--- config.mk ---
export PLATFORM = sky130hd
export DESIGN_NAME = irq_level_resolver
export DESIGN_NICKNAME = d
export VERILOG_FILES = /design/src/rtl/irq_resolver_pkg.sv /design/src/rtl/irq_res_datapath.sv /design/src/rtl/irq_res_control.sv /design/src/rtl/irq_level_resolver.sv
export SDC_FILE = /design/constraint.sdc
export NUM_CORES = 1
export LEC_CHECK = 0
export BUFFER_PORTS_ARGS = -buffer_cell sky130_fd_sc_hd__buf_2
export CORE_ASPECT_RATIO = 1.4
export CORE_MARGIN = 5
export CORE_UTILIZATION = 43
export CTS_CLUSTER_DIAMETER = 30
export DETAILED_ROUTE_END_ITERATION = 8
export PLACE_DENSITY = 0.76
export SLEW_MARGIN = 5
export SYNTH_ARGS = -nofsm -noshare
export SYNTH_HDL_FRONTEND = slang
export SYNTH_SLANG_ARGS = --single-unit
--- constraint.sdc ---
create_clock -name clk -period 1.37 [get_ports clk]
set_clock_uncertainty 0.1 [all_clocks]
set_input_delay 0.137 -clock clk [delete_from_list [all_inputs] [get_ports clk]]
set_output_delay 0.137 -clock clk [all_outputs]
set_load 0.005 [all_outputs]
--- src/rtl/irq_resolver_pkg.sv ---
package irq_resolver_pkg;

  // Decisions handed from the control to the datapath each cycle.
  typedef struct packed {
    logic takeLevel;  // load the proposed external index
    logic clearIdx;   // drop the pending external index to zero
    logic raise;      // hard-interrupt request must be (re)asserted
    logic drop;       // hard-interrupt request must be withdrawn
  } ctlStrobes_t;

endpackage

--- src/rtl/irq_res_datapath.sv ---
module irq_res_datapath
  import irq_resolver_pkg::*;
#(
  parameter int                NUM_LINES   = 16,
  parameter int                SOFT_W      = 32,
  parameter int                IDX_W       = 9,
  parameter logic [IDX_W-1:0]  EXT_BASE    = 9'h040,
  parameter int                TIMER_LEVEL = 14
) (
  input  logic                  clk,
  input  logic                  rstN,
  input  logic [NUM_LINES-1:0]  extReq,
  input  logic [SOFT_W-1:0]     softint,
  input  logic [IDX_W-1:0]      curIndex,
  input  ctlStrobes_t           ctl,
  output logic                  levelAny,
  output logic                  levelHit,
  output logic                  curIsZero,
  output logic                  curIsExt,
  output logic                  candDiffers,
  output logic [IDX_W-1:0]      newIndex,
  output logic                  irqAssert,
  output logic                  irqDeassert,
  output logic                  haltClear
);

  localparam int LVL_W = $clog2(NUM_LINES);
  localparam int PIL_W = (SOFT_W > NUM_LINES) ? SOFT_W : NUM_LINES;
  localparam logic [IDX_W-1:0] LVL_MASK = IDX_W'(NUM_LINES - 1);

  logic [PIL_W-1:0]     pilVec;
  logic [NUM_LINES-1:0] aboveSet;
  logic [NUM_LINES-1:0] topHot;
  logic [LVL_W-1:0]     winLevel;
  logic [IDX_W-1:0]     candIdx;
  logic [IDX_W-1:0]     nextIdx;
  logic [NUM_LINES-1:0] extPrev;

  // Merge the lines and the software bits. The timer flag moves up to its level.
  always_comb begin
    pilVec = PIL_W'(extReq)
           | PIL_W'(softint & ~SOFT_W'(1))
           | (PIL_W'(softint[0]) << TIMER_LEVEL);
  end

  // Suffix-OR chain: aboveSet[g] tells whether any level above g is set.
  assign aboveSet[NUM_LINES-1] = 1'b0;
  assign topHot[0]             = 1'b0;
  genvar g;
  generate
    for (g = NUM_LINES - 2; g >= 0; g--) begin : gAbove
      assign aboveSet[g] = aboveSet[g+1] | pilVec[g+1];
    end
    for (g = 1; g < NUM_LINES; g++) begin : gTop
      assign topHot[g] = pilVec[g] & ~aboveSet[g];
    end
  endgenerate

  always_comb begin
    winLevel = '0;
    for (int i = 1; i < NUM_LINES; i++) begin
      if (topHot[i]) winLevel = winLevel | LVL_W'(i);
    end
  end

  assign levelAny    = |pilVec;
  assign levelHit    = |pilVec[NUM_LINES-1:1];
  assign candIdx     = EXT_BASE | IDX_W'(winLevel);
  assign curIsZero   = (curIndex == '0);
  assign curIsExt    = ((curIndex & ~LVL_MASK) == EXT_BASE);
  assign candDiffers = (candIdx != curIndex);

  always_comb begin
    if (ctl.clearIdx)       nextIdx = '0;
    else if (ctl.takeLevel) nextIdx = candIdx;
    else                    nextIdx = curIndex;
  end

  always_ff @(posedge clk or negedge rstN) begin
    if (!rstN) begin
      newIndex    <= '0;
      irqAssert   <= 1'b0;
      irqDeassert <= 1'b0;
      haltClear   <= 1'b0;
      extPrev     <= '0;
    end else begin
      newIndex    <= nextIdx;
      irqAssert   <= ctl.raise;
      irqDeassert <= ctl.drop;
      haltClear   <= |(extReq & ~extPrev);
      extPrev     <= extReq;
    end
  end


  strobe_excl_chk: assert property (@(posedge clk) disable iff (!rstN)
    !(irqAssert && irqDeassert));


  raise_idx_chk: assert property (@(posedge clk) disable iff (!rstN)
    irqAssert |-> (newIndex[IDX_W-1:LVL_W] == EXT_BASE[IDX_W-1:LVL_W])
                  && (newIndex[LVL_W-1:0] != '0));


  raise_new_chk: assert property (@(posedge clk) disable iff (!rstN)
    irqAssert |-> (newIndex != $past(curIndex)));


  drop_zero_chk: assert property (@(posedge clk) disable iff (!rstN)
    irqDeassert |-> (newIndex == '0) && ($past(curIndex) != '0));


  halt_rise_chk: assert property (@(posedge clk) disable iff (!rstN)
    haltClear |-> ($past(extReq) != '0));

endmodule

--- src/rtl/irq_res_control.sv ---
module irq_res_control
  import irq_resolver_pkg::*;
(
  input  logic        levelAny,
  input  logic        levelHit,
  input  logic        curIsZero,
  input  logic        curIsExt,
  input  logic        candDiffers,
  output ctlStrobes_t ctl
);

  logic mayTake;

  // A pending non-external trap blocks arbitration.
  assign mayTake = curIsZero || curIsExt;

  always_comb begin
    ctl           = '0;
    if (levelAny && mayTake) begin
      // Requests that map to no level leave the index alone.
      ctl.takeLevel = levelHit;
      ctl.raise     = levelHit && candDiffers;
    end else if (!levelAny && curIsExt) begin
      ctl.clearIdx  = 1'b1;
      ctl.drop      = 1'b1;
    end
  end

endmodule

--- src/rtl/irq_level_resolver.sv ---
module irq_level_resolver
  import irq_resolver_pkg::*;
#(
  parameter int                NUM_LINES   = 16,
  parameter int                SOFT_W      = 32,
  parameter int                IDX_W       = 9,
  parameter logic [IDX_W-1:0]  EXT_BASE    = 9'h040,
  parameter int                TIMER_LEVEL = 14
) (
  input  logic                  clk,
  input  logic                  rstN,
  input  logic [NUM_LINES-1:0]  extReq,
  input  logic [SOFT_W-1:0]     softint,
  input  logic [IDX_W-1:0]      curIndex,
  output logic [IDX_W-1:0]      newIndex,
  output logic                  irqAssert,
  output logic                  irqDeassert,
  output logic                  haltClear
);

  ctlStrobes_t ctl;
  logic levelAny, levelHit, curIsZero, curIsExt, candDiffers;

  irq_res_datapath #(
    .NUM_LINES(NUM_LINES), .SOFT_W(SOFT_W), .IDX_W(IDX_W),
    .EXT_BASE(EXT_BASE), .TIMER_LEVEL(TIMER_LEVEL)
  ) u_dp (
    .clk(clk), .rstN(rstN), .extReq(extReq), .softint(softint),
    .curIndex(curIndex), .ctl(ctl), .levelAny(levelAny),
    .levelHit(levelHit), .curIsZero(curIsZero), .curIsExt(curIsExt),
    .candDiffers(candDiffers), .newIndex(newIndex), .irqAssert(irqAssert),
    .irqDeassert(irqDeassert), .haltClear(haltClear)
  );

  irq_res_control u_ctl (
    .levelAny(levelAny), .levelHit(levelHit), .curIsZero(curIsZero),
    .curIsExt(curIsExt), .candDiffers(candDiffers), .ctl(ctl)
  );

endmodule

; Word level (Yosys, flattened, before mapping)
; Cells that the tools add are included.
[word_totals]
register_bits = 28
input_bits = 59
out_inout_bits = 12
elab_cells = 82
[classes]
eq_ne = 2
n_mux = 21
bitwise = 45
reduce_logical = 9
[op_table]
columns = op, n
row1 = $mux W4, 8
row2 = $or A16 B32 Y32, 1
row3 = $or A32 B15 Y32, 1
row4 = $reduce_or A32 Y1, 1
row5 = $mux W9, 2
row6 = $and A16 B16 Y16, 1
row7 = $not A16 Y16, 1
row8 = $reduce_or A16 Y1, 1
row9 = $reduce_or A15 Y1, 1
row10 = $and A1 B1 Y1, 14
row11 = $not A1 Y1, 14
row12 = $or A1 B1 Y1, 13
row13 = $mux W3, 4
row14 = $logic_not A9 Y1, 1
row15 = $ne A7 B9 Y1, 1
row16 = $eq A5 B3 Y1 const B, 1
row17 = $mux W1, 5
row18 = $mux W2, 2
row19 = $logic_and A1 B1 Y1, 3
row20 = $logic_not A1 Y1, 1
row21 = $logic_or A1 B1 Y1, 1

; Longest topological paths before layout
; Gate-level depths: netlist of the first run.
[depth]
ltp_word = 35
depth_mapped = 6

; Modules after synthesis
; Synthesis of the first run repeated with hierarchy kept, for this count alone.
[hier_totals]
cells_unflattened = 128
hier_area_um2 = 1311.3
[by_module_without_submodules]
columns = module, instances, cells_each, area_each_um2, seq_area_each_um2
row1 = irq_res_datapath, 1, 124, 1273.7, 700.7
row2 = irq_res_control, 1, 4, 37.5, 0.0

; Least setup slack after synthesis of the first run
; OpenSTA, ideal clock, no wires.
[synth_timing]
kind = input -> register
startpoint = input port softint[4]
endpoint = register u_dp.newIndex[0]
arrival_ns = 1.655
required_time_ns = 1.149
setup_slack_ns = -0.506
cell_stages = 6
path_cell_list = or4_1 > and3b_2 > nand3_2 > nor4_4 > nor2_2 > a22o_1
[synth_lines]
columns = element, line_no
row1 = start: declaration, irq_level_resolver.sv:13  ; input logic [SOFT_W-1:0] softint,
row2 = end signal: assignment, irq_res_datapath.sv:87  ; newIndex <= nextIdx;
row3 = end: declaration, irq_res_datapath.sv:21  ; output logic [IDX_W-1:0] newIndex,

; Final worst setup path of the first run
[layout_timing]
startpoint = input port softint[4]
endpoint = register u_dp.newIndex[0]
[layout_between]
elab_chain_len = 24
elab_cells_between_ends = 34
cone_classes = 20 x mux / 9 x bitwise / 5 x reduce/logical
[layout_lines]
columns = element, line_no
row1 = $or A16 B32 Y32 *, irq_res_datapath.sv:42  ; | PIL_W'(softint & ~SOFT_W'(1))
row2 = $or A32 B15 Y32 *, irq_res_datapath.sv:43  ; | (PIL_W'(softint[0]) << TIMER_LEVEL);
row3 = $or A1 B1 Y1 (3 in series), irq_res_datapath.sv:52  ; assign aboveSet[g] = aboveSet[g+1] | pilVec[g+1];
row4 = $not A1 Y1, irq_res_datapath.sv:55  ; assign topHot[g] = pilVec[g] & ~aboveSet[g];
row5 = $and A1 B1 Y1, irq_res_datapath.sv:55
row6 = $mux W1, irq_res_datapath.sv:62  ; if (topHot[i]) winLevel = winLevel | LVL_W'(i);
row7 = $mux W2 (2 in series), irq_res_datapath.sv:62
row8 = $mux W3 (4 in series), irq_res_datapath.sv:62
row9 = $mux W4 (8 in series), irq_res_datapath.sv:62
row10 = $mux W9, irq_res_datapath.sv:75  ; else if (ctl.takeLevel) nextIdx = candIdx;
row11 = $mux W9 *, irq_res_datapath.sv:74  ; if (ctl.clearIdx) nextIdx = '0;
row12 = net u_dp.nextIdx[0], irq_res_datapath.sv:36  ; logic [IDX_W-1:0] nextIdx;
; Mark *: on every way through the listed nets, which the timed path passes. The rest lies on a longest branch.

==> results of run 1 <==
cell type report:
class / instances / area [um2]
clock buffers: 4 / 55.1
fillers: 204 / 627
inverters: 18 / 67.6
multi-input cells: 67 / 508
flip-flops and latches: 28 / 701
well taps: 37 / 46.3
repair buffers: 123 / 816
report_power, final:
part	internal (mW)	switching, mW	total (mW)
logic	0.195	0.147	0.342
registers	0.865	0.0107	0.876
clock network	0.256	0.227	0.483
cell families after synthesis:
kind of cell | synth area share
xor gates and xnor gates | 0.0214
DFF | 0.570
and+or+nand+nor | 0.181
AOI/OAI and AO/OA | 0.151
muxes | 0.00916
buffers and inverters | 0.0672
final timing paths:
path                       cells past startpoint  slack, ns                       start                    endpoint
setup / recovery                               8      -0.44                  softint[4]  u_dp.newIndex[0]$_DFF_PN0_
hold / removal                                 2      0.006                  extReq[10]  u_dp.extPrev[10]$_DFF_PN0_
setup reg to reg                               3       0.27  u_dp.extPrev[10]$_DFF_PN0_    u_dp.haltClear$_DFF_PN0_
hold reg to reg                                3       0.49  u_dp.extPrev[13]$_DFF_PN0_    u_dp.haltClear$_DFF_PN0_
max in group asynchronous                      2       0.46                        rstN    u_dp.irqAssert$_DFF_PN0_
min in group asynchronous                      2       0.31                        rstN   u_dp.extPrev[5]$_DFF_PN0_
timing repair:
action / CTS / global route
resized for setup: 5 / 1
pin swaps: 6 / 8
hold endpoints to repair: 44 / 0
setup buffers: 1 / 2
hold buffers: 17 / 0
endpoints found under the setup margin: 7 / 7
stage by stage:
stage	cell area (um2)	utilization
floorplan	1270	-
global placement	1900	0.674
detailed placement	1900	0.674
CTS	2180	0.772
global route	2190	0.778
finish	2190	0.778
layout by cell type (no fill, tap or decap), types with 3 or more instances in the layout:
cell type,Yosys,routed
a22o_1,4,4
buf_2,0,68
buf_4,0,35
clkbuf_8,0,4
dfrtp_1,28,28
dlygate4sd3_1,0,17
inv_1,18,18
nand2_1,4,3
nor2_1,12,11
nor4_1,9,8
o21ai_0,3,3
o22ai_1,6,6
o31ai_1,3,3
or4_4,0,3
per-layer routing:
metal	wire (um)	vias up	GRT usage
met5	0	-	0
met3	229	12	0.0223
met4	112	0	0.0757
met2	2280	56	0.389
met1	1580	658	0.261
li1	-	666	-
state kept, by name (all words and copies together), names as in the netlist:
signal,flops
u_dp.extPrev,16
u_dp.irqDeassert,1
u_dp.newIndex,9
u_dp.irqAssert,1
u_dp.haltClear,1
==> impl_results.md, run 1 <==
- Run status: complete, but fails checks
- Violated checks: setup timing
- Required time of the critical path: 1.47 ns
- Crit path max-delay cell type: or4_4
- Areal power density over the cells: 775 nW/um2
- Number of failing hold endpoints at the final stage: 0
- Setup-violating endpoint count in the final report: 7
- Number of buffers created by CTS: 3
- F_max: 554 MHz
- Worst hold slack: 0.00586 ns
- Critical setup path kind: in -> reg
- Residual overflow from global routing: 0
- Transition time at the pin with the least slew margin: 0.602 ns
- Total power draw: 1.70 mW
- Hpwl dp: 3010 um
- DRC violation count after routing: 0
- List of cells traversed by the critical path: buf_6 -> or4_4 -> and3b_2 -> buf_12 -> nand3_4 -> o221a_4 -> nor2_4 -> a22o_1
- Max-slew violation count: 0
- Final cell count without fillers: 277
- First-pass detailed-route iteration total: 4
- Horiz. Die Dim: 55.2 um
- Sequential area share after synthesis: 0.570
- Final period demand of the worst path: 1.81 ns
- Number of global-route vias before repair: 1472
- Most frequent cell after synthesis: dfrtp_1
- Total Die Area: 4040 um2
- Relative slew margins: 0.599
- Fin Setup TNS: -2.59 ns
- # placed instances: 253
- Starting Density: 0.436
- Input/output buffers: 70
- H-tree depth: 1
- Core region area: 2820 um2
- Clock sink total: 28
- Synthesized flop and latch total: 28
- First-pass GRT wire length: 6480 um
- Count of standard-cell rows: 23
- Antenna viol nets, final: 0
- Via count: 1392
- Synth top area share: 0.570
- Number of antenna violations at the first check in global routing: 0
- Cell type contributing the most total cell area after synthesis: dfrtp_1
- Count of warnings emitted by yosys: 0
- Type of element capturing the critical path: register
- Worst path buffer plus inverter count: 2
- Master cell of the clock root buffer: clkbuf_8
- Vias per Instance: 5.03
- Final net count: 300
- LEAKAGE: 1.11 nW
- Number of synthesized flops with an enable pin: 0
- Post-Syn Area: 1230 um2
- Clock tree from TritonCTS: built
- Peak per-stage delay on the critical path: 0.53 ns
- Post-Place Worst Slack: -0.696 ns
- Share of post-route cells with drive strength above 1: 0.517
- Average instance area after synthesis: 10.5 um2
- Maximum number of pins on one net before global-route repair: 29
- Clock latency at the later pin of the worst-skew pair: 0.27 ns
- Worst voltage drop across the vdd grid: 0.896 mV
- CTS Buffer Depth: 2
- Routed Wire Length: 4200 um
- Crit Path Max Fanout: 7
- Global-route usage over all layers: 0.218
- Final worst setup slack: -0.436 ns
- Crit path DAT: 1.90 ns
- Worst hold path type: in -> reg
- Total inserted antenna cells: 0
- Number of placed I/O pins: 71
- Iteration-0 DRC Markers: 43
- Post-Syn Instances: 117
- Ranking of synthesized cells by instance count: 28 x dfrtp_1, 18 x inv_1, 12 x nor2_1
- Clock-pin slew reported for the worst setup and hold paths after clock tree synthesis: 0.09 ns
- Synth top area cells: dfrtp_1 57%, inv_1 5.5%, nor4_1 4.6%
- Period utilization: 1.32
- Sort of element at the start of the critical path: primary input
- Number of nets produced by synthesis: 176
- Async set-reset flop share out of synthesis: 1.00
- Area growth from synthesis to final layout: 78.5%
- Yosys cell types: 31
- CP top delay family: simple AND/OR/NAND/NOR gates
- RSZ-0062 raised after global routing: true
- Count of maximum capacitance violations: 0
- Die H: 73.3 um
- Leading register cell type out of synthesis: dfrtp_1
- Routed wirelength normalized by instance count: 15.2 um
- Global placement routability congestion: 0.894
Note: power is estimated with default switching activity, not from simulation.
==> inputs of run 2 (changes only) <==
Settings changed: CORE_MARGIN 5 to unset.
==> run 2 against run 1 <==
The run still ends with setup timing left. Core utilization increased by 7.0 points. Clock power increased by 11%. Register-to-register slack improved by 0.03 ns. Critical path type unchanged. Critical endpoint is now u_dp.irqAssert$_DFF_PN0_. Largest cell class unchanged. Largest power group unchanged.
==> impl_results.md, run 2 (synthesized netlist as in run 1, its figures left out) <==
- Run status: complete, but fails checks
- Violated checks: setup timing
- Register ranked first by flip-flop count: u_dp.extPrev
- Sort of element at the start of the critical path: primary input
- Final net count: 305 (+1.7%)
- Maximum number of pins on one net before global-route repair: 29 (unchanged)
- Endpoint of the worst-slack reg-to-reg timing path: u_dp.haltClear$_DFF_PN0_
- Antenna viol nets, final: 0 (unchanged)
- Input/output buffers: 70 (unchanged)
- Core region area: 2670 um2 (-5.3%)
- Count of maximum capacitance violations: 0 (unchanged)
- Clock sink total: 28 (unchanged)
- List of cells traversed by the critical path: buf_6 -> or4_4 -> and3b_2 -> buf_6 -> xnor2_2 -> nor3_2 -> a21oi_2 -> o41a_1
- Most frequent cell on the critical path: buf_6
- Clock-pin slew reported for the worst setup and hold paths after clock tree synthesis: 0.15 ns (+0.06 ns)
- Global placement routability congestion: 0.803 (-10%)
- Startpoint of the lowest-slack hold path: extReq[8]
- Via count: 1492 (+7.2%)
- Clock latency at the later pin of the worst-skew pair: 0.33 ns (+0.06 ns)
- Crit Path Max Fanout: 4 (-3)
- Hold worst-path end: u_dp.haltClear$_DFF_PN0_
- Filler cell count in the final layout: 150 (-26%)
- Reg2Reg Depth: 3 (unchanged)
- Horiz. Die Dim: 47.2 um (-14%)
- First-pass GRT wire length: 6450 um (-0.43%)
- Final worst setup slack: -0.408 ns (+0.0284 ns)
- Worst hold path type: in -> reg
- Setup-violating endpoint count in the final report: 7 (unchanged)
- Number of global-route vias before repair: 1544 (+4.9%)
- Area growth from synthesis to final layout: 84.1%
- Commonest cells after routing, fill and taps aside: 68 x buf_2, 36 x buf_4, 28 x dfrtp_1
- Total Die Area: 3080 um2 (-24%)
- F_max: 563 MHz (+1.6%)
- Areal power density over the cells: 787 nW/um2 (+1.5%)
- Crit path max-delay cell type: or4_4
- Crit path DAT: 1.89 ns (about the same)
- Total inserted antenna cells: 0 (unchanged)
- Master cell of the clock root buffer: clkbuf_4
- Final period demand of the worst path: 1.78 ns (-0.0284 ns)
- CTS Buffer Depth: 2 (unchanged)
- R2R Path Start: u_dp.extPrev[6]$_DFF_PN0_
- Worst hold slack: 0.0185 ns (+0.0126 ns)
- Summed area of non-filler cells in the final layout: 2260 um2 (+3.1%)
- H-tree depth: 1 (unchanged)
- Routed wirelength normalized by instance count: 16.2 um (+7.0%)
- RSZ-0062 raised after global routing: true
- Routed Wire Length: 4560 um (+8.5%)
- Worst voltage drop across the vdd grid: 0.807 mV (-9.9%)
- Most common library cell in the layout ignoring fill and taps: buf_2
- Share of post-route cells with drive strength above 1: 0.527 (+0.00986)
- Relative slew margins: 0.596 (-0.00288)
- Count of standard-cell rows: 22 (-4.3%)
- CP top delay family: simple AND/OR/NAND/NOR gates
- Sequential cell area: 701 um2 (unchanged)
- DRC violation count after routing: 0 (unchanged)
- Multi-input logic area: 542 um2 (+6.7%)
- Transition time at the pin with the least slew margin: 0.606 ns (+0.00432 ns)
- Number of buffers created by CTS: 3 (unchanged)
- Worst path buffer plus inverter count: 2 (unchanged)
- Required time of the critical path: 1.49 ns (+0.02 ns)
- Max reg flops: 16 (unchanged)
- Number of failing hold endpoints at the final stage: 0 (unchanged)
- Top flop regs: u_dp.extPrev x16, u_dp.newIndex x9
- Clock tree from TritonCTS: built
- First-pass detailed-route iteration total: 4 (unchanged)
- Residual overflow from global routing: 0 (unchanged)
- Hpwl dp: 2860 um (-4.8%)
- Number of cells on the worst hold path: 3 (+1)
- Instance area at placement: 1890 um2 (-0.85%)
- Iteration-0 DRC Markers: 63 (+47%)
- Total power draw: 1.78 mW (+4.6%)
- Number of antenna violations at the first check in global routing: 0 (unchanged)
- Number of placed I/O pins: 71 (unchanged)
- Starting Density: 0.460 (+0.0245)
- Critical setup path kind: in -> reg
- LEAKAGE: 1.15 nW (+3.9%)
- Peak per-stage delay on the critical path: 0.53 ns (about the same)
- Flop-to-flop setup slack: 0.30 ns (+0.03 ns)
- Max-slew violation count: 0 (unchanged)
- Die H: 65.3 um (-11%)
- Type of element capturing the critical path: register
- Vias per Instance: 5.31 (+5.7%)
- Period utilization: 1.30 (-0.0207)
- Global-route usage over all layers: 0.299 (+0.0809)
-- run 2: cell types whose count changed in the layout (fill, tap and decap cells not counted), sizes merged --
cell / change
bufinv: +1
dlygate4sd3: +4
clkbuf: -1
buf: +1
-- run 2: cell type report --
type	instances	area share
inverters	18	0.0299
multi-input cells	67	0.239
flip-flops and latches	28	0.310
repair buffers	128	0.378
clock buffers	3	0.00996
clock inverters	1	0.0133
well taps	36	0.0199
-- run 2: stage by stage --
step	instances	TNS, ns	setup slack, ns	util
after floorplan	117	-2.59	-0.480	-
after global placement	250	-3.95	-0.658	0.706
after detailed placement	250	-4.21	-0.729	0.706
after CTS	280	-1.52	-0.350	0.824
after global routing	281	-2.33	-0.437	0.847
final	281	-2.34	-0.408	0.847
-- run 2: metal layers --
layer,part of all wire,up-vias,GRT usage,wire length [um]
met5,0,-,0,0
met4,0.052,0,0.150,238
met3,0.051,26,0.0330,234
met2,0.57,94,0.559,2580
met1,0.33,696,0.301,1500
li1,-,676,-,-
-- run 2: worst min-delay path, cell delays in order --
cell      delay (ns)
buf_2           0.12
a221oi_1        0.08
nand3_1         0.08
-- run 2: power by group --
| part | switching [mW] | internal [mW] |
|---|---|---|
| Combinational | 0.160 | 0.206 |
| Sequential | 0.0118 | 0.866 |
| Clock | 0.240 | 0.296 |
| Total | 0.412 | 1.37 |
-- run 2: timing repair --
| action | in CTS | in global routing |
|---|---|---|
| endpoints found under the hold margin | 48 | 0 |
| setup buffers | 5 | 1 |
| hold buffers | 21 | 0 |
| gates resized for setup | 4 | 10 |
| pin swaps | 3 | 9 |
| endpoints found under the setup margin | 7 | 8 |
-- run 2: worst max path at each step --
stage	startpoint	end	slack, ns	cells after the start
after floorplan	softint[4]	u_dp.irqAssert$_DFF_PN0_	-0.48	6
after global placement	softint[4]	u_dp.irqAssert$_DFF_PN0_	-0.66	7
after detailed placement	extReq[4]	u_dp.irqAssert$_DFF_PN0_	-0.73	7
after CTS	softint[4]	u_dp.irqAssert$_DFF_PN0_	-0.35	7
after global routing	extReq[5]	u_dp.irqAssert$_DFF_PN0_	-0.44	8
final	extReq[5]	u_dp.irqAssert$_DFF_PN0_	-0.41	8
==> inputs of run 3 (changes only) <==
Settings changed: CAP_MARGIN set to 0, PLACE_DENSITY 0.76 to 0.79.
==> run 3 against run 2 <==
The flow still finishes with violations (setup timing). Power decreased by 5.6%. Critical path depth decreased by 1. Register-to-register slack got worse by 0.04 ns. Clock power decreased by 21%. Sequential share of layout area increased by 0.59 points. Global-route usage increased by 2.9 points. Core utilization decreased by 1.6 points. Critical path type unchanged.
==> impl_results.md, run 3 (synthesized netlist as in run 1, its figures left out) <==
- Run status: complete, but fails checks
- Violated checks: setup timing
- Routed Wire Length: 5180 um (+14%)
- Number of placed I/O pins: 71 (unchanged)
- Count of standard-cell rows: 22 (unchanged)
- H-tree depth: 1 (unchanged)
- Final worst setup slack: -0.371 ns (+0.0370 ns)
- Sort of element at the start of the critical path: primary input
- First-pass detailed-route iteration total: 4 (unchanged)
- DRC violation count after routing: 0 (unchanged)
- Worst hold slack: 0.0391 ns (+0.0206 ns)
- Die H: 65.3 um (unchanged)
- Post-Place Worst Slack: -0.684 ns (+0.0447 ns)
- Startpoint of the lowest-slack hold path: curIndex[3]
- Core region area: 2670 um2 (unchanged)
- Global placement routability congestion: 0.776 (-3.3%)
- Internal power contribution: 1.24 mW (-9.5%)
- Number of global-route vias before repair: 1610 (+4.3%)
- Clock tree from TritonCTS: built
- Starting Density: 0.460 (unchanged)
- Area growth from synthesis to final layout: 80.7%
- Vias per Instance: 5.60 (+5.5%)
- Total inserted antenna cells: 0 (unchanged)
- Register ranked first by flip-flop count: u_dp.extPrev
- Final net count: 301 (-1.3%)
- Period utilization: 1.27 (-0.0270)
- Max reg flops: 16 (unchanged)
- Worst hold path type: in -> reg
- Master cell of the clock root buffer: clkbuf_4
- Worst voltage drop across the vdd grid: 0.814 mV (+0.78%)
- Flop-to-flop setup slack: 0.26 ns (-0.04 ns)
- Setup-violating endpoint count in the final report: 7 (unchanged)
- Reg2Reg Depth: 3 (unchanged)
- Total Die Area: 3080 um2 (unchanged)
- Hpwl dp: 2980 um (+4.4%)
- List of cells traversed by the critical path: buf_6 -> or4_4 -> and3b_2 -> a211oi_2 -> o211ai_1 -> xor2_1 -> o41a_1
- CTS Buffer Depth: 2 (unchanged)
- Filler cell count in the final layout: 152 (+1.3%)
- Number of failing hold endpoints at the final stage: 0 (unchanged)
- Crit Path Max Fanout: 4 (unchanged)
- Horiz. Die Dim: 47.2 um (unchanged)
- Clock-pin slew reported for the worst setup and hold paths after clock tree synthesis: 0.16 ns (about the same)
- Transition time at the pin with the least slew margin: 0.616 ns (+0.0101 ns)
- Final period demand of the worst path: 1.74 ns (-0.0370 ns)
- Antenna viol nets, final: 0 (unchanged)
- Number of buffers created by CTS: 3 (unchanged)
- Summed area of non-filler cells in the final layout: 2220 um2 (-1.9%)
- Clock sink total: 28 (unchanged)
- Fraction of power consumed by sequential logic: 0.523 (+0.030)
- Endpoint of the worst-slack reg-to-reg timing path: u_dp.haltClear$_DFF_PN0_
- Global-route usage over all layers: 0.328 (+0.0295)
- Critical setup path kind: in -> reg
- LEAKAGE: 1.12 nW (-2.3%)
- Top flop regs: u_dp.extPrev x16, u_dp.newIndex x9
- First-pass GRT wire length: 7040 um (+9.2%)
- Peak per-stage delay on the critical path: 0.53 ns (about the same)
- Fraction of power consumed by the clock network: 0.252 (-0.049)
- Worst path buffer plus inverter count: 1 (-1)
- Utilization after layout: 0.831 (-0.0159)
- Required time of the critical path: 1.51 ns (+0.02 ns)
- Input/output buffers: 70 (unchanged)
- CP top delay family: simple AND/OR/NAND/NOR gates
- RSZ-0062 raised after global routing: true
- Count of maximum capacitance violations: 0 (unchanged)
- Crit path DAT: 1.88 ns (about the same)
- R2R Path Start: u_dp.extPrev[6]$_DFF_PN0_
- Commonest cells after routing, fill and taps aside: 66 x buf_2, 33 x buf_4, 28 x dfrtp_1
- Sw Share: 0.263 (+0.0314)
- Areal power density over the cells: 757 nW/um2 (-3.8%)
- Fin Setup TNS: -2.02 ns (+0.321 ns)
- Crit path max-delay cell type: or4_4
- Instance area at placement: 1880 um2 (-0.40%)
- Relative slew margins: 0.589 (-0.00670)
- Combinational share of power: 0.225 (+0.019)
- Number of cells on the worst hold path: 3 (unchanged)
- Via count: 1552 (+4.0%)
- Max-slew violation count: 0 (unchanged)
- Number of antenna violations at the first check in global routing: 0 (unchanged)
- F_max: 574 MHz (+2.1%)
- Hold worst-path end: u_dp.newIndex[3]$_DFF_PN0_
- Clock latency at the later pin of the worst-skew pair: 0.35 ns (+0.02 ns)
- Share of post-route cells with drive strength above 1: 0.523 (-0.00371)
- Type of element capturing the critical path: register
- Sw Pwr: 0.441 mW (+7.2%)
- Maximum number of pins on one net before global-route repair: 29 (unchanged)
- Most common library cell in the layout ignoring fill and taps: buf_2
- Routed wirelength normalized by instance count: 18.7 um (+15%)
- Iteration-0 DRC Markers: 98 (+56%)
- Residual overflow from global routing: 0 (unchanged)
==> run 3: cell type report <==
cell class              count  area (um2)  share of cell area
repair buffers            124         837               0.377
well taps                  36        45.0              0.0203
clock buffers               4        36.3              0.0163
flip-flops and latches     28         701               0.316
multi-input cells          67         533               0.240
inverters                  18        67.6              0.0304
==> run 3: worst reg2reg max path, cell delays in order (launching register included) <==
cell and delay [ns]:
dfrtp_1 0.37, o22ai_1 0.10, nor4_2 0.32, nand3_1 0.11
==> run 3: per-stage QoR <==
| step | cells | power (mW) |
|---|---|---|
| final | 277 | 1.68 |
| after global routing | 277 | 1.73 |
| after CTS | 276 | 1.63 |
| after detailed placement | 249 | 1.18 |
| after global placement | 249 | 1.16 |
| after floorplan | 117 | 0.964 |
==> run 3: worst max path at each step <==
stage | startpoint | endpoint | slack (ns) | cells after the start
after detailed placement | softint[4] | u_dp.irqAssert$_DFF_PN0_ | -0.68 | 7
after global routing | softint[4] | u_dp.irqAssert$_DFF_PN0_ | -0.36 | 7
final | softint[4] | u_dp.irqAssert$_DFF_PN0_ | -0.37 | 7
after global placement | softint[4] | u_dp.irqAssert$_DFF_PN0_ | -0.66 | 7
after CTS | softint[4] | u_dp.irqAssert$_DFF_PN0_ | -0.29 | 7
after floorplan | softint[4] | u_dp.irqAssert$_DFF_PN0_ | -0.48 | 6
==> run 3: power by group through the flow <==
stage | logic (mW) | clock network [mW] | registers [mW]
after floorplan | 0.0708 | 0 | 0.894
after global placement | 0.270 | 0 | 0.891
final | 0.378 | 0.423 | 0.879
after global routing | 0.402 | 0.448 | 0.882
after CTS | 0.340 | 0.416 | 0.878
after detailed placement | 0.285 | 0 | 0.893
==> run 3: per-layer routing <==
metal	GRT usage	vias to the layer above	part of all wire
met5	0	-	0
met4	0.196	0	0.050
met3	0.0714	25	0.071
met2	0.573	111	0.55
met1	0.335	751	0.33
li1	-	665	-
==> run 3: repair_timing <==
item                       CTS  global route
setup buffers                2             1
hold buffers                21             0
setup endpoints to repair    7             8
gates resized for setup      5            10
pin swaps                    2             3
gates cloned                 0             0
hold endpoints to repair    48             0
